===== src/rtl/ls_ea_pkg.sv =====
package ls_ea_pkg;

    typedef enum logic [2:0] {
        AM_REG_IND  = 3'd0,
        AM_POST_INC = 3'd1,
        AM_PRE_DEC  = 3'd2,
        AM_REG_DISP = 3'd3,
        AM_INDEXED  = 3'd4,
        AM_GBR_DISP = 3'd5,
        AM_PC_REL   = 3'd6,
        AM_RSVD     = 3'd7
    } addr_mode_e;

    typedef enum logic [1:0] {
        SZ_BYTE = 2'd0,
        SZ_WORD = 2'd1,
        SZ_LONG = 2'd2,
        SZ_RSVD = 2'd3
    } op_size_e;

    // Pipeline offset seen by PC-relative accesses
    localparam int unsigned PC_BIAS = 4;

    // log2 of the operand size in bytes
    function automatic logic [1:0] size_shift(op_size_e sz);
        case (sz)
            SZ_BYTE: return 2'd0;
            SZ_WORD: return 2'd1;
            SZ_LONG: return 2'd2;
            default: return 2'd0;
        endcase
    endfunction

    function automatic logic size_ok(op_size_e sz);
        return sz != SZ_RSVD;
    endfunction

endpackage


===== src/rtl/ea_disp_scaler.sv =====
module ea_disp_scaler
    import ls_ea_pkg::*;
#(
    parameter int unsigned AW     = 32,
    parameter int unsigned DISP_W = 4
) (
    input  op_size_e             size,
    input  logic [DISP_W-1:0]    disp,
    output logic [AW-1:0]        offset
);
    localparam int unsigned PAD_W = AW - DISP_W;

    logic [AW-1:0] disp_ext;

    always_comb begin
        disp_ext = {{PAD_W{1'b0}}, disp};
        offset   = disp_ext << size_shift(size);
    end
endmodule


===== src/rtl/ea_legality.sv =====
module ea_legality
    import ls_ea_pkg::*;
(
    input  addr_mode_e mode,
    input  op_size_e   size,
    input  logic       is_store,
    input  logic       in_delay_slot,
    output logic       illegal
);
    always_comb begin
        illegal = !size_ok(size);
        case (mode)
            AM_POST_INC: if (is_store)  illegal = 1'b1;
            AM_PRE_DEC:  if (!is_store) illegal = 1'b1;
            AM_PC_REL:   if (size == SZ_BYTE || in_delay_slot) illegal = 1'b1;
            AM_RSVD:     illegal = 1'b1;
            default:     ;
        endcase
    end
endmodule


===== src/rtl/ea_mode_mux.sv =====
module ea_mode_mux
    import ls_ea_pkg::*;
#(
    parameter int unsigned AW = 32
) (
    input  addr_mode_e    mode,
    input  op_size_e      size,
    input  logic [AW-1:0] base,
    input  logic [AW-1:0] r0,
    input  logic [AW-1:0] gbr,
    input  logic [AW-1:0] pc,
    input  logic [AW-1:0] off_short,
    input  logic [AW-1:0] off_long,
    output logic [AW-1:0] addr,
    output logic          wb_req,
    output logic [AW-1:0] wb_val
);
    logic [AW-1:0] step;
    logic [AW-1:0] dec_val;
    logic [AW-1:0] pc_sum;

    always_comb begin
        step    = AW'(1) << size_shift(size);
        dec_val = base - step;
        pc_sum  = pc + AW'(PC_BIAS) + off_long;
        if (size == SZ_LONG) pc_sum[1:0] = 2'b00;

        addr   = base;
        wb_req = 1'b0;
        wb_val = base;
        case (mode)
            AM_REG_IND:  addr = base;
            AM_POST_INC: begin
                addr   = base;
                wb_req = 1'b1;
                wb_val = base + step;
            end
            AM_PRE_DEC: begin
                addr   = dec_val;
                wb_req = 1'b1;
                wb_val = dec_val;
            end
            AM_REG_DISP: addr = base + off_short;
            AM_INDEXED:  addr = r0 + base;
            AM_GBR_DISP: addr = gbr + off_long;
            AM_PC_REL:   addr = pc_sum;
            default:     addr = base;
        endcase
    end
endmodule


===== src/rtl/ls_ea_gen.sv =====
module ls_ea_gen
    import ls_ea_pkg::*;
#(
    parameter int unsigned AW      = 32,
    parameter int unsigned SDISP_W = 4,
    parameter int unsigned LDISP_W = 8
) (
    input  logic               clk,
    input  logic               rst,
    input  logic               req_valid,
    input  logic [2:0]         req_mode,
    input  logic [1:0]         req_size,
    input  logic               req_is_store,
    input  logic               req_in_delay_slot,
    input  logic [AW-1:0]      base_val,
    input  logic [AW-1:0]      r0_val,
    input  logic [AW-1:0]      gbr_val,
    input  logic [AW-1:0]      pc_val,
    input  logic [LDISP_W-1:0] disp_raw,
    output logic               res_valid,
    output logic [AW-1:0]      res_addr,
    output logic               res_wb_en,
    output logic [AW-1:0]      res_wb_val,
    output logic               res_illegal
);
    addr_mode_e    mode;
    op_size_e      size;
    logic [AW-1:0] off_short;
    logic [AW-1:0] off_long;
    logic [AW-1:0] nxt_addr;
    logic [AW-1:0] nxt_wb_val;
    logic          nxt_wb_req;
    logic          nxt_illegal;

    assign mode = addr_mode_e'(req_mode);
    assign size = op_size_e'(req_size);

    ea_disp_scaler #(.AW(AW), .DISP_W(SDISP_W)) u_short_scale (
        .size   (size),
        .disp   (disp_raw[SDISP_W-1:0]),
        .offset (off_short)
    );

    ea_disp_scaler #(.AW(AW), .DISP_W(LDISP_W)) u_long_scale (
        .size   (size),
        .disp   (disp_raw),
        .offset (off_long)
    );

    ea_legality u_legal (
        .mode          (mode),
        .size          (size),
        .is_store      (req_is_store),
        .in_delay_slot (req_in_delay_slot),
        .illegal       (nxt_illegal)
    );

    ea_mode_mux #(.AW(AW)) u_mux (
        .mode      (mode),
        .size      (size),
        .base      (base_val),
        .r0        (r0_val),
        .gbr       (gbr_val),
        .pc        (pc_val),
        .off_short (off_short),
        .off_long  (off_long),
        .addr      (nxt_addr),
        .wb_req    (nxt_wb_req),
        .wb_val    (nxt_wb_val)
    );

    always_ff @(posedge clk) begin
        if (rst) begin
            res_valid   <= 1'b0;
            res_addr    <= '0;
            res_wb_en   <= 1'b0;
            res_wb_val  <= '0;
            res_illegal <= 1'b0;
        end else begin
            res_valid <= req_valid;
            if (req_valid) begin
                res_addr    <= nxt_addr;
                res_wb_val  <= nxt_wb_val;
                res_illegal <= nxt_illegal;
                res_wb_en   <= nxt_wb_req && !nxt_illegal;
            end
        end
    end


    valid_follow_chk: assert property (@(posedge clk) disable iff (rst)
        req_valid |=> res_valid);

    valid_idle_chk: assert property (@(posedge clk) disable iff (rst)
        !req_valid |=> (!res_valid && $stable(res_addr) && $stable(res_wb_en)));

    wb_suppress_chk: assert property (@(posedge clk) disable iff (rst)
        res_illegal |-> !res_wb_en);

    wb_mode_chk: assert property (@(posedge clk) disable iff (rst)
        (req_valid && res_wb_en == 1'b0 && 1'b1) |=> (res_wb_en |->
            ($past(req_mode) == 3'(AM_POST_INC) || $past(req_mode) == 3'(AM_PRE_DEC))));

    post_inc_step_chk: assert property (@(posedge clk) disable iff (rst)
        (req_valid && req_mode == 3'(AM_POST_INC) && req_size != 2'(SZ_RSVD) && !req_is_store)
        |=> (res_wb_val - res_addr == (AW'(1) << $past(req_size))));

    pre_dec_same_chk: assert property (@(posedge clk) disable iff (rst)
        (req_valid && req_mode == 3'(AM_PRE_DEC) && req_size != 2'(SZ_RSVD) && req_is_store)
        |=> (res_wb_en && res_wb_val == res_addr));

    pc_long_align_chk: assert property (@(posedge clk) disable iff (rst)
        (req_valid && req_mode == 3'(AM_PC_REL) && req_size == 2'(SZ_LONG))
        |=> (res_addr[1:0] == 2'b00));
endmodule


===== config.mk =====
export PLATFORM = sky130hd
export DESIGN_NAME = ls_ea_gen
export DESIGN_NICKNAME = d
export VERILOG_FILES = /design/src/rtl/ls_ea_pkg.sv /design/src/rtl/ea_disp_scaler.sv /design/src/rtl/ea_legality.sv /design/src/rtl/ea_mode_mux.sv /design/src/rtl/ls_ea_gen.sv
export SDC_FILE = /design/constraint.sdc
export NUM_CORES = 1
export LEC_CHECK = 0
export BUFFER_PORTS_ARGS = -buffer_cell sky130_fd_sc_hd__buf_2
export CAP_MARGIN = 25
export CORE_ASPECT_RATIO = 0.8
export CORE_MARGIN = 10
export CORE_UTILIZATION = 51
export DETAILED_ROUTE_END_ITERATION = 16
export PLACE_DENSITY = 0.79
export REMOVE_ABC_BUFFERS = 1
export SYNTH_ARGS = -nofsm -noshare
export SYNTH_HDL_FRONTEND = slang
export SYNTH_SLANG_ARGS = --single-unit

===== constraint.sdc =====
create_clock -name clk -period 3.75 [get_ports clk]
set_input_delay 0.1875 -clock clk [delete_from_list [all_inputs] [get_ports clk]]
set_output_delay 0.1875 -clock clk [all_outputs]
set_load 0.02 [all_outputs]

==> results.toml <==
[status]
status = "completed"

[synthesis]
synth_edf_count = 0
async_flop_share_pct = 0
syn_inst = 1291
synth_area_sq_mm = 0.00920
syn_avg_cell_area_sq_um = 7.13
synth_top_area_share_pct = 14.6
yosysTopAreaCell = "dfxtp_1"
synthTopCellsByArea = "dfxtp_1 (15%), ha_1 (11%), nor2_1 (6.8%)"
synth_warnings = 0
yosys_most_used_dff = "dfxtp_1"
yosysUniqueCellTypes = 78
synth.ff_latch_count = 67
synth_seq_area_share_pct = 14.6

[pwr]
p_leak_nw = 5.09
cellPowerDensity_mw_per_mm2 = 273
vdd_drop_max_mv = 0.206

[finish]
diodes = 0
syn_to_final_growth_pct = 25.9
multi_input_area_sq_mm = 0.00749
nFillCells = 1550
design_area_sq_mm = 0.0116
drive_gt1_share_pct = 27.0
nNetsFinal = 1791
regArea_sq_mm = 0.00134

[worst_setup_path]
cpMaxStageDelayCell = "fa_1"
cpLargestDelayFamily = "compound AO/OA/AOI/OAI gates"
end_kind = "flip-flop"
arrival_ns = 3.81
crit_path_cell_trace = "buf_2, inv_1, ha_2, mux2_2, o21ai_0, buf_4, ha_1, inv_1, fa_1, a211oi_2, nor2_1, o21a_1, o41ai_2, buf_4, o21a_1, xor2_2, a21oi_1, a211oi_2, a211oi_1"
cp.required_ns = 3.94
crit_type = "input port to flip-flop"
cp_max_fo = 4
crit_buf_inv = 5
startpoint_type = "input port"
slowest_delay_ns = 0.47

[clock_tree]
clock_latency_ns = 0.35
cts_tree = "yes"
cts-buffers-inserted = 9
htree_levels = 3
cts.reportedPaths.clkPinSlew_ns = 0.06
cts_sinks = 67
clk_path_buf_depth = 2
cts_root_buf = "clkbuf_16"

[placement]
placed_area_sq_mm = 0.0112
place_congestion = 1.07
place_hpwl_mm = 32.6
place_ws_ns = -0.488
port_buffers = 212

[global_routing]
gr-usage-all-layers_pct = 32.9
gr-total-overflow = 0
grt_pass1_wl_mm = 62.7
grt_busiest_layer = "met1"
use_met1_pct = 46.3
grt_max_degree = 63
use_met3_pct = 12.9
grt_pass1_vias = 10800
grt_antenna_before_repair = 0
grt.met2_usage_pct = 45.7

[routing]
wirelength_mm = 41.0
drcViolationCount = 0
viasPerCell = 6.50
via_count = 11600
first_pass_iters = 6
detail-route-antenna-nets = 0
drtIter0Drc = 1602
post_drt_wl_per_cell_microns = 22.9

[min_path]
min_path_type = "input port to flip-flop"

[floorplanning]
io-pin-count = 213
die_area_sq_mm = 0.0238
start_util_pct = 52.4
fp.dieW_microns = 170
fp.dieH_microns = 140
num_rows = 43
coreArea_sq_mm = 0.0175

[run]
maxCapViolations = 0

[timing]
finalCritPeriodShare_pct = 96.4
rsz0062_at_grt = "true"
finalSetupViolations = 0
drv_slew = 0
slew_headroom_pct = 28.8
finalWorstSetupSlack_ns = 0.136
clock.fmax_ghz = 0.277
finalSetupTns_ns = 0
finalClockSkew_ns = 0
tightest_slew_ns = 1.06
final_hold_viol_count = 0
period_needed_ns = 3.61
==> cells in the mapped netlist, drive strengths merged, types with 4 or more instances <==
master / number
dfxtp: 67
a211oi: 36
xor2: 51
a311oi: 8
ha: 79
buf: 13
a32oi: 8
mux2i: 17
nor2b: 8
nand4: 22
or3: 9
or4: 10
a22oi: 4
a21o: 12
o21bai: 5
nor4: 15
nor2: 167
o22ai: 9
and4: 7
clkbuf: 71
fa: 5
o31ai: 6
xnor2: 65
a2111oi: 19
o21a: 11
inv: 31
nand3: 32
a21oi: 93
or2: 11
a221oi: 19
o21ai: 88
o211ai: 9
nor3: 46
a31oi: 11
and2: 30
nand2b: 11
and3: 18
o221ai: 13
nand2: 115
mux2: 7
==> registers in the layout, summed over array words and instances (netlist names) <==
signal,flops
res_addr,32
res_illegal,1
res_valid,1
res_wb_en,1
res_wb_val,32
==> metrics by stage <==
| stage | util [%] | hold WS, ns | instances | total power [mW] |
|---|---|---|---|---|
| CTS | 65.4 | 0.177 | 1789 | 3.09 |
| floorplan | - | 0.252 | 1207 | 1.57 |
| detailed placement | 63.7 | 0.441 | 1773 | 2.21 |
| finish | 66.0 | 0.181 | 1791 | 3.17 |
| global placement | 63.7 | 0.431 | 1773 | 2.19 |
| global route | 66.0 | 0.209 | 1791 | 3.31 |
==> power breakdown <==
| group | internal, mW | switching [mW] | total [mW] |
|---|---|---|---|
| Sequential | 0.768 | 0.0364 | 0.804 |
| Clock | 0.517 | 0.380 | 0.897 |
| Combinational | 0.585 | 0.881 | 1.47 |
| Total | 1.87 | 1.30 | 3.17 |
==> timing repair <==
item                                    CTS  global route
pin swaps                                 0             5
gates cloned                              0             0
hold buffers                              0             0
endpoints found under the setup margin    2            14
hold endpoints to repair                  0             0
buffers inserted                          0             2
gates resized for setup                   5            27
==> cell usage in the layout (no fill, tap or decap), types with 9 or more instances in the layout <==
cell type | Yosys | routed
o221ai_1 | 13 | 13
mux2i_1 | 17 | 17
clkbuf_16 | 0 | 9
buf_4 | 2 | 132
a2111oi_0 | 15 | 10
a21o_1 | 12 | 12
nand2b_1 | 11 | 11
a31oi_1 | 11 | 10
o21a_1 | 11 | 11
and2_1 | 29 | 29
or2_2 | 9 | 9
and3_1 | 18 | 18
nand4_1 | 22 | 22
nand3_1 | 31 | 31
xor2_1 | 51 | 50
inv_1 | 31 | 31
dfxtp_1 | 67 | 67
a221oi_1 | 18 | 17
nor2_1 | 166 | 165
ha_1 | 79 | 76
nand2_1 | 115 | 115
xnor2_1 | 65 | 64
buf_2 | 6 | 211
o21ai_0 | 84 | 79
nor4_1 | 13 | 12
o22ai_1 | 9 | 9
a211oi_1 | 34 | 30
a21oi_1 | 93 | 92
nor3_1 | 42 | 40
==> path summary, 6_finish.rpt <==
kind / endpoint / depth (start not counted) / slack, ns / startpoint
setup / recovery: res_addr[11] / 19 / 0.14 / req_size[1]
hold / removal: res_wb_val[2] / 3 / 0.18 / base_val[2]
setup reg to reg: res_addr[31] / 4 / 2.29 / res_addr[31]
hold reg to reg: res_wb_val[21] / 2 / 0.44 / res_wb_val[21]
==> final cells by class <==
cell class,count,share of cell area [%]
Tap cell,225,2.43
Clock buffer,10,1.98
Clock inverter,6,0.562
Multi-Input combinational cell,1106,64.7
Sequential cell,67,11.6
Timing Repair Buffer,343,17.7
Inverter,34,1.10
==> worst reg2reg max path, delay by kind of cell (launching register included) <==
kind | cells | cell delay [ns]
AO/OA/AOI/OAI | 3 | 0.84
flip-flops | 1 | 0.33
buffers and inverters | 1 | 0.19
==> cells by family after synthesis <==
group	Yosys count	synth area share, %
buffers and inverters	118	5.22
muxes	26	3.20
AOI/OAI and AO/OA	372	27.0
DFF	67	14.6
xor gates and xnor gates	116	11.0
adders and majority gates	84	11.8
and+or+nand+nor	508	27.1
==> metal layers <==
layer	wire length, microns	vias up
li1	-	5302
met1	17300	5370
met2	16500	881
met3	6470	81
met4	720	0
met5	0	-
(Power assumes the default switching activity.)
